**config.mk**
```make
export PLATFORM = sky130hd
export DESIGN_NAME = prime_seq_counter
export DESIGN_NICKNAME = d
export VERILOG_FILES = /design/src/rtl/prime_seq_pkg.sv /design/src/rtl/prime_seq_flops.sv /design/src/rtl/prime_next_logic.sv /design/src/rtl/prime_pass_ring.sv /design/src/rtl/prime_seq_counter.sv
export SDC_FILE = /design/constraint.sdc
export NUM_CORES = 1
export LEC_CHECK = 0
export BUFFER_PORTS_ARGS = -buffer_cell sky130_fd_sc_hd__buf_2
export CAP_MARGIN = 20
export CORE_MARGIN = 4
export CORE_UTILIZATION = 60
export DETAILED_ROUTE_END_ITERATION = 12
export PLACE_DENSITY = 0.82
export SKIP_CTS_REPAIR_TIMING = 1
export SLEW_MARGIN = 20
export SYNTH_ARGS = -nofsm -noshare
export SYNTH_HDL_FRONTEND = slang
export SYNTH_SLANG_ARGS = --single-unit
```
**constraint.sdc**
```tcl
create_clock -name clk -period 4 [get_ports clk]
set_clock_uncertainty 0.15 [all_clocks]
set_input_delay 0.4 -clock clk [delete_from_list [all_inputs] [get_ports clk]]
set_output_delay 0.4 -clock clk [all_outputs]
set_load 0.05 [all_outputs]
```
**src/rtl/prime_seq_pkg.sv**
```systemverilog
package prime_seq_pkg;

   // Trial division; usable both at elaboration and at run time.
   function automatic bit is_prime(input int n);
      bit r;
      r = (n >= 2);
      for (int d = 2; d * d <= n; d++) begin
         if (n % d == 0) r = 1'b0;
      end
      return r;
   endfunction

   // Number of primes below 2**w.
   function automatic int prime_count(input int w);
      int c;
      c = 0;
      for (int n = 0; n < (1 << w); n++) begin
         if (is_prime(n)) c++;
      end
      return c;
   endfunction

   // The k-th prime (k from 0) below 2**w, or 0 when out of range.
   function automatic int prime_at(input int w, input int k);
      int c;
      int r;
      c = 0;
      r = 0;
      for (int n = 0; n < (1 << w); n++) begin
         if (is_prime(n)) begin
            if (c == k) r = n;
            c++;
         end
      end
      return r;
   endfunction

   // Smallest prime above v below 2**w; wraps to the first prime.
   function automatic int next_after(input int w, input int v);
      int r;
      bit found;
      r = prime_at(w, 0);
      found = 1'b0;
      for (int n = v + 1; n < (1 << w); n++) begin
         if (!found && is_prime(n)) begin
            r = n;
            found = 1'b1;
         end
      end
      return r;
   endfunction

endpackage

```
**src/rtl/prime_seq_flops.sv**
```systemverilog
module prime_seq_flops #(
   parameter int         W    = 1,
   parameter logic [W-1:0] INIT = '0
) (
   input  logic         clk,
   input  logic         rst,
   input  logic         ld,
   input  logic [W-1:0] d,
   output logic [W-1:0] q
);

   if (W < 1) begin : g_bad_w
      $error("prime_seq_flops: W must be at least 1");
   end

   for (genvar b = 0; b < W; b++) begin : g_bit
      logic r;
      always_ff @(posedge clk) begin
         if (rst)     r <= INIT[b];
         else if (ld) r <= d[b];
      end
      assign q[b] = r;
   end

endmodule

```
**src/rtl/prime_next_logic.sv**
```systemverilog
module prime_next_logic
   import prime_seq_pkg::*;
#(
   parameter int VAL_W     = 6,
   parameter int NEXT_IMPL = 1
) (
   input  logic [VAL_W-1:0] cur,
   output logic [VAL_W-1:0] nxt
);

   localparam int SPAN = 1 << VAL_W;
   localparam int NP   = prime_count(VAL_W);

   if (NEXT_IMPL == 0) begin : g_table
      // Full lookup: one constant entry per possible value.
      logic [VAL_W-1:0] tbl [SPAN];
      for (genvar i = 0; i < SPAN; i++) begin : g_ent
         assign tbl[i] = VAL_W'(next_after(VAL_W, i));
      end
      assign nxt = tbl[cur];
   end else begin : g_match
      // One equality detector per prime; each gates its successor
      // onto a shared OR plane.
      logic [NP-1:0]    hit;
      logic [VAL_W-1:0] term [NP];
      for (genvar k = 0; k < NP; k++) begin : g_p
         localparam int PK = prime_at(VAL_W, k);
         localparam int PN = prime_at(VAL_W, (k + 1) % NP);
         assign hit[k]  = (cur == VAL_W'(PK));
         assign term[k] = {VAL_W{hit[k]}} & VAL_W'(PN);
      end
      always_comb begin
         nxt = '0;
         for (int k = 0; k < NP; k++) nxt = nxt | term[k];
      end
   end

endmodule

```
**src/rtl/prime_pass_ring.sv**
```systemverilog
module prime_pass_ring #(
   parameter int PASSES = 5
) (
   input  logic clk,
   input  logic rst,
   input  logic adv,
   output logic final_pass
);

   localparam logic [PASSES-1:0] START = PASSES'(1);

   logic [PASSES-1:0] ring_q;
   logic [PASSES-1:0] ring_d;

   if (PASSES == 1) begin : g_single
      assign ring_d = ring_q;
   end else begin : g_rot
      assign ring_d = {ring_q[PASSES-2:0], ring_q[PASSES-1]};
   end

   prime_seq_flops #(.W(PASSES), .INIT(START)) u_ring (
      .clk (clk),
      .rst (rst),
      .ld  (adv),
      .d   (ring_d),
      .q   (ring_q)
   );

   assign final_pass = ring_q[PASSES-1];

endmodule

```
**src/rtl/prime_seq_counter.sv**
```systemverilog
module prime_seq_counter
   import prime_seq_pkg::*;
#(
   parameter int VAL_W     = 6,
   parameter int PASSES    = 5,
   parameter int NEXT_IMPL = 1
) (
   input  logic             clk,
   input  logic             rst,
   input  logic             en,
   output logic [VAL_W-1:0] value,
   output logic             valid,
   output logic             done
);

   localparam int NP = prime_count(VAL_W);
   localparam logic [VAL_W-1:0] FIRST = VAL_W'(prime_at(VAL_W, 0));
   localparam logic [VAL_W-1:0] LAST  = VAL_W'(prime_at(VAL_W, NP - 1));

   if (VAL_W < 2 || VAL_W > 10) begin : g_bad_w
      $error("prime_seq_counter: VAL_W must lie in 2..10");
   end
   if (PASSES < 1) begin : g_bad_p
      $error("prime_seq_counter: PASSES must be at least 1");
   end
   if (NEXT_IMPL != 0 && NEXT_IMPL != 1) begin : g_bad_i
      $error("prime_seq_counter: NEXT_IMPL must be 0 or 1");
   end

   logic [VAL_W-1:0] val_q;
   logic [VAL_W-1:0] val_nxt;
   logic             done_q;
   logic             final_pass;
   logic             step;
   logic             at_last;
   logic             wrap;
   logic             finish;

   assign step    = en & ~done_q;
   assign at_last = (val_q == LAST);
   assign wrap    = step & at_last;
   assign finish  = wrap & final_pass;

   prime_next_logic #(.VAL_W(VAL_W), .NEXT_IMPL(NEXT_IMPL)) u_next (
      .cur (val_q),
      .nxt (val_nxt)
   );

   prime_seq_flops #(.W(VAL_W), .INIT(FIRST)) u_val (
      .clk (clk),
      .rst (rst),
      .ld  (step & ~finish),
      .d   (val_nxt),
      .q   (val_q)
   );

   prime_pass_ring #(.PASSES(PASSES)) u_pass (
      .clk        (clk),
      .rst        (rst),
      .adv        (wrap & ~final_pass),
      .final_pass (final_pass)
   );

   prime_seq_flops #(.W(1), .INIT(1'b0)) u_done (
      .clk (clk),
      .rst (rst),
      .ld  (finish),
      .d   (1'b1),
      .q   (done_q)
   );

   assign value = val_q;
   assign done  = done_q;
   assign valid = ~done_q;

endmodule

```
==> flow_summary_export.csv, run 1 <==
group,metric,value,unit
logic_synthesis,synth_top_area_cell,"dfxtp_1",
critical_path,critical_path_required,4040,ps
logic_synthesis,synthTopCellsByCount,"12 x dfxtp_1, 10 x nor2_1, 7 x buf_2, 7 x buf_4, 7 x inv_1",
global_routing,grt_pass1_vias,653,
die,dieWidth,47.1,um
pwr,pwr-share-clk,0.332,
die,core,1370,um^2
pwr,cellInternalPower,0.000199,W
clocking,clkSlewWorstSetupHoldPaths,70,ps
pwr,ir_worst_vdd,0.236,mV
logic_synthesis,synthMuxAreaShare,0.0437,
pwr,leakage,0.353,nW
timing,drv_slew,0,
clocking,cts_max_path_buffers,2,
finish,fill_cells,115,
placement,dp_cells,122,
logic_synthesis,syn_area_per_cell,8.11,um^2
logic_synthesis,ys.flop_type,"dfxtp_1",
logic_synthesis,synthCells,113,
logic_synthesis,ys_async_sr_fraction,0,
logic_synthesis,netlist.area_leader.share,0.262,
timing,rsz0062_at_grt,"false",
critical_path,path_class,"register to register",
critical_path,crit_buf_inv,0,
run_status,outcome,"completed",
run,max_cap_violations,0,
logic_synthesis,seq_area_frac_synth,0.262,
pwr,p_seq_frac,0.481,
detailed_routing,avgRoutedWirePerCell,14.6,um
critical_path,cpPeakStageDelay,690,ps
logic_synthesis,synth_xor_area_frac,0,
detailed_routing,postRouteAntennaNets,0,
global_routing,grt_usage,0.199,
timing,period_minus_slack,2030,ps
finish,instances_no_fill,126,
detailed_routing,drtIter0Drc,51,
placement,portBuffers,10,
critical_path,cpMaxStageDelayCell,"dfxtp_1",
pwr,net-switching-power,0.0000881,W
clocking,cts_tree,"built",
timing,finalCritPeriodShare,0.507,
global_routing,overflow,0,
logic_synthesis,yosysMostFrequentCell,"dfxtp_1",
placement,hpwl,1.24,mm
timing,final.setup.tns,0,ps
logic_synthesis,syn_area,916,um^2
logic_synthesis,synth_area_leaders,"dfxtp_1 26%, buf_4 5.7%, mux2i_1 4.4%",
logic_synthesis,synth_cell_type_count,46,
critical_path,crit_family,"compound AO/OA/AOI/OAI gates",
logic_synthesis,synth_top_family_by_area,"compound AO/OA/AOI/OAI gates",
clocking,clockRootBuffer,"clkbuf_4",
logic_synthesis,synth_compound_area_frac,0.291,
critical_path,start_kind,"register",
finish,diodes,0,
clocking,cts.sink_count,12,
finish,drive_gt1_frac,0.171,
die,die_y,47.1,um
detailed_routing,first_pass_iters,5,
timing,slew_headroom,0.562,
critical_path,critPathMaxFanout,21,
critical_path,cp.arrival,2070,ps
detailed_routing,drt-total-wl,1.84,mm
finish,syn2layout_area_growth,1.09,%
logic_synthesis,synth-edff-count,0,
global_routing,grt_max_degree,23,
timing,hold_violations,0,
finish,nets,115,
pwr,comb_power_share,0.188,
clocking,cts-buffers-inserted,3,
pwr,powerDensity,310,nW/um^2
global_routing,grt_pass1_wl,3.10,mm
logic_synthesis,synth_nets,116,
logic_synthesis,synthAdderAreaFrac,0,
die,ios,11,
clocking,h-tree-depth,1,
global_routing,antenna_found_initial,0,
logic_synthesis,synthSimpleGateAreaFrac,0.270,
logic_synthesis,ys_warn_count,0,
detailed_routing,dr_total_vias,835,
detailed_routing,drcViolationCount,0,
pwr,netSwitchingFraction,0.306,
logic_synthesis,synth-seq-cells,12,
detailed_routing,vias_per_cell,6.63,
timing,setup_violations,0,
worst_hold_path,hp-class,"input pin to register",
timing,tightestPinTransition,655,ps
critical_path,worstPathCellList,"nand2b_1, o31ai_2, a41oi_1, a221oi_2",
die,start_util,0.670,
clocking,insertion_delay,270,ps
die,fp-row-count,13,
placement,gp_congestion,0.972,
die,dieArea,2220,um^2
critical_path,cp-end-kind,"register",
timing,max_freq,493,MHz
==> worst register-to-register path: cells and delay by family, from the launching register on <==
kind             cells  cell delay [ps]
AND/OR/NAND/NOR      1              230
flip-flops           1              690
AO/OA/AOI/OAI        3              870
==> final cells by class <==
type                            instances  area, um^2  share of cell area
Timing Repair Buffer                   10        50.0              0.0541
Tap cell                               15        18.8              0.0203
Multi-Input combinational cell         78         554               0.599
Inverter                                7        26.3              0.0284
Sequential cell                        12         240               0.259
Clock buffer                            4        36.3              0.0392
==> state kept, by name, indices dropped and copies added (netlist names) <==
register and cells:
u_done.q 1, u_pass.u_ring.g_bit.r 5, u_val.g_bit.r 6
==> stage by stage <==
step                      cell area [um^2]  hold WS [ps]  power (W)   util  worst slack, ps
final                                  926           270   0.000287  0.678             1970
after CTS                              926           269   0.000291  0.678             2020
after global routing                   926           286   0.000304  0.678             1730
after floorplan                        916           289   0.000189      -             2310
after global placement                 890           298   0.000193  0.651             2070
after detailed placement               890           301   0.000194  0.651             2030
==> cell families (layout without fill, tap and decap cells) <==
group,after synthesis,in the layout
AND/OR/NAND/NOR,41,41
AO/OA/AOI/OAI,33,33
buffers and inverters,23,21
flip-flops,12,12
multiplexers,4,4
==> metal layers <==
layer  vias up  global-route usage  share of wire
met4         0              0.0884          0.012
met2        38               0.255           0.44
met5         -                   0              0
met3         4              0.0460          0.081
li1        412                   -              -
met1       381               0.308           0.46
==> cell usage in the layout (no fill, tap or decap), types with 4 or more instances in the layout <==
master    instances
nor3_1            5
a21oi_1           4
mux2i_1           4
nand2b_1          6
nand3_1           4
inv_1             7
buf_2            10
nor2_1           10
dfxtp_1          12
==> power by group through the flow <==
stage                     clock [W]  sequential [W]  combinational, W
after floorplan                   0        0.000128         0.0000609
after global placement            0        0.000140         0.0000533
after detailed placement          0        0.000141         0.0000534
after CTS                 0.0000991        0.000138         0.0000536
after global routing       0.000105        0.000140         0.0000587
final                     0.0000953        0.000138         0.0000539
==> final timing paths <==
| check | cells past startpoint | slack, ps | start | endpoint |
|---|---|---|---|---|
| worst max-delay path | 4 | 1970 | u_val.g_bit[2].r | u_val.g_bit[3].r |
| worst min-delay path | 3 | 270 | en | u_done.q |
| worst min register to register | 2 | 310 | u_pass.u_ring.g_bit[0].r | u_pass.u_ring.g_bit[0].r |
| worst max register to register | 4 | 1970 | u_val.g_bit[2].r | u_val.g_bit[3].r |
No activity file was read; power rests on OpenSTA's default activity.
==> run 2, diff against run 1 <==
--- a/config.mk
+++ b/config.mk
@@ -8,9 +8,9 @@
 export BUFFER_PORTS_ARGS = -buffer_cell sky130_fd_sc_hd__buf_2
 export CAP_MARGIN = 20
 export CORE_MARGIN = 4
-export CORE_UTILIZATION = 60
+export CORE_UTILIZATION = 56
 export DETAILED_ROUTE_END_ITERATION = 12
-export PLACE_DENSITY = 0.82
+export PLACE_DENSITY = 0.77
 export SKIP_CTS_REPAIR_TIMING = 1
 export SLEW_MARGIN = 20
 export SYNTH_ARGS = -nofsm -noshare
==> constraint.sdc (replaced) <==
create_clock -name clk -period 2 [get_ports clk]
set_clock_uncertainty 0.15 [all_clocks]
set_input_delay 0.2 -clock clk [delete_from_list [all_inputs] [get_ports clk]]
set_output_delay 0.2 -clock clk [all_outputs]
set_load 0.05 [all_outputs]
==> flow_summary_export.csv, run 2 (synthesized netlist as in run 1, its figures left out) <==
group,metric,value,unit
run_status,outcome,"completed",
global_routing,antenna_found_initial,0,
critical_path,path_class,"register to register",
global_routing,grt_pass1_vias,764,
timing,slew_headroom,0.663,
clocking,clkSlewWorstSetupHoldPaths,70,ps
detailed_routing,dr_total_vias,841,
finish,nets,122,
clocking,cts_tree,"built",
die,fp-row-count,14,
detailed_routing,first_pass_iters,4,
finish,fill_cells,136,
timing,tightestPinTransition,505,ps
clocking,cts_max_path_buffers,2,
placement,hpwl,1.44,mm
finish,layout_common_cells,"12 x dfxtp_1, 10 x nor2_1, 10 x buf_2",
global_routing,grt_usage,0.169,
timing,period_minus_slack,1820,ps
finish,drive_gt1_frac,0.214,
worst_hold_path,worst_hold_startpoint,"en",
placement,gp_congestion,0.883,
detailed_routing,postRouteAntennaNets,0,
die,die_y,48.4,um
timing,rsz0062_at_grt,"false",
run,max_cap_violations,0,
worst_hold_path,hold_path_depth,3,
die,ios,11,
pwr,leakage,0.381,nW
placement,portBuffers,10,
critical_path,r2r_end,"u_val.g_bit[2].r",
timing,hold_violations,0,
global_routing,grt_pass1_wl,3.28,mm
critical_path,critical_path_required,2050,ps
pwr,powerDensity,560,nW/um^2
worst_hold_path,hp-class,"input pin to register",
global_routing,grt_max_degree,16,
finish,layout_commonest_cell,"dfxtp_1",
finish,syn2layout_area_growth,5.46,%
timing,max_freq,551,MHz
finish,largest_register_ffs,6,
finish,diodes,0,
timing,drv_slew,0,
detailed_routing,drtIter0Drc,38,
timing,final.setup.tns,0,ps
pwr,ir_worst_vdd,0.509,mV
critical_path,critPathMaxFanout,15,
critical_path,cp-end-kind,"register",
critical_path,start_kind,"register",
die,core,1520,um^2
clocking,cts-buffers-inserted,3,
critical_path,regToRegSetupSlack,180,ps
detailed_routing,avgRoutedWirePerCell,14.8,um
die,start_util,0.601,
pwr,power.total,0.000541,W
critical_path,rr_worst_depth,4,
timing,setup_violations,0,
clocking,clockRootBuffer,"clkbuf_4",
detailed_routing,drt-total-wl,1.97,mm
finish,top_register,"u_val.g_bit.r",
detailed_routing,vias_per_cell,6.32,
timing,finalCritPeriodShare,0.908,
die,dieArea,2350,um^2
clocking,h-tree-depth,1,
global_routing,overflow,0,
clocking,cts.sink_count,12,
die,dieWidth,48.4,um
clocking,insertion_delay,270,ps
critical_path,r2r_start,"u_val.g_bit[3].r",
detailed_routing,drcViolationCount,0,
worst_hold_path,hold_end,"u_done.q",
critical_path,cp.arrival,1860,ps
==> run 2: cell count changes in the layout (fill, tap and decap cells not counted) <==
cell and change:
buf_4 +7, clkbuf_8 -1
==> run 2: per-stage QoR <==
stage | hold slack (ps) | area, um^2 | utilization | cells | setup WS (ps)
5_1_grt | 102 | 966 | 0.634 | 133 | 59.3
2_1_floorplan | 151 | 916 | - | 113 | 309
3_3_place_gp | 298 | 943 | 0.619 | 130 | 238
6_report | 69.3 | 966 | 0.634 | 133 | 184
3_5_place_dp | 311 | 943 | 0.619 | 130 | 215
4_1_cts | 62.5 | 966 | 0.634 | 133 | 198
==> run 2: critical path: stages (launching register included) <==
cell	delay, ps
dfxtp_1	640
nand2_4	130
o31a_1	370
a221o_1	310
a31oi_1	140
==> run 2: worst max-delay path by stage <==
stage | start | endpoint | slack [ps] | cells after the start
after floorplan | u_done.q | u_pass.u_ring.g_bit[1].r | 310 | 4
after global placement | u_val.g_bit[2].r | u_val.g_bit[0].r | 240 | 5
after detailed placement | u_val.g_bit[3].r | u_val.g_bit[2].r | 210 | 4
after CTS | u_val.g_bit[3].r | u_val.g_bit[2].r | 200 | 4
after global routing | u_val.g_bit[3].r | u_val.g_bit[3].r | 60 | 5
final | u_val.g_bit[3].r | u_val.g_bit[2].r | 180 | 4
==> run 2: layer usage <==
| metal | wire length [um] | part of all wire | GRT usage |
|---|---|---|---|
| met1 | 995 | 0.51 | 0.239 |
| met2 | 801 | 0.41 | 0.239 |
| met3 | 146 | 0.074 | 0.0491 |
| met4 | 27 | 0.014 | 0.0599 |
| met5 | 0 | 0 | 0 |
==> run 2: cell type report <==
cell class | count | area [um^2] | area share
inverters | 7 | 26.3 | 0.0272
well taps | 16 | 20.0 | 0.0207
clock buffers | 3 | 22.5 | 0.0233
repair buffers | 17 | 103 | 0.106
flip-flops and latches | 12 | 240 | 0.249
multi-input cells | 78 | 554 | 0.574
==> run 2: power by group <==
part           internal [W]  switching [W]  leakage (nW)
combinational     0.0000516      0.0000821         0.269
sequential         0.000246      0.0000182        0.0975
clock             0.0000696      0.0000734        0.0138
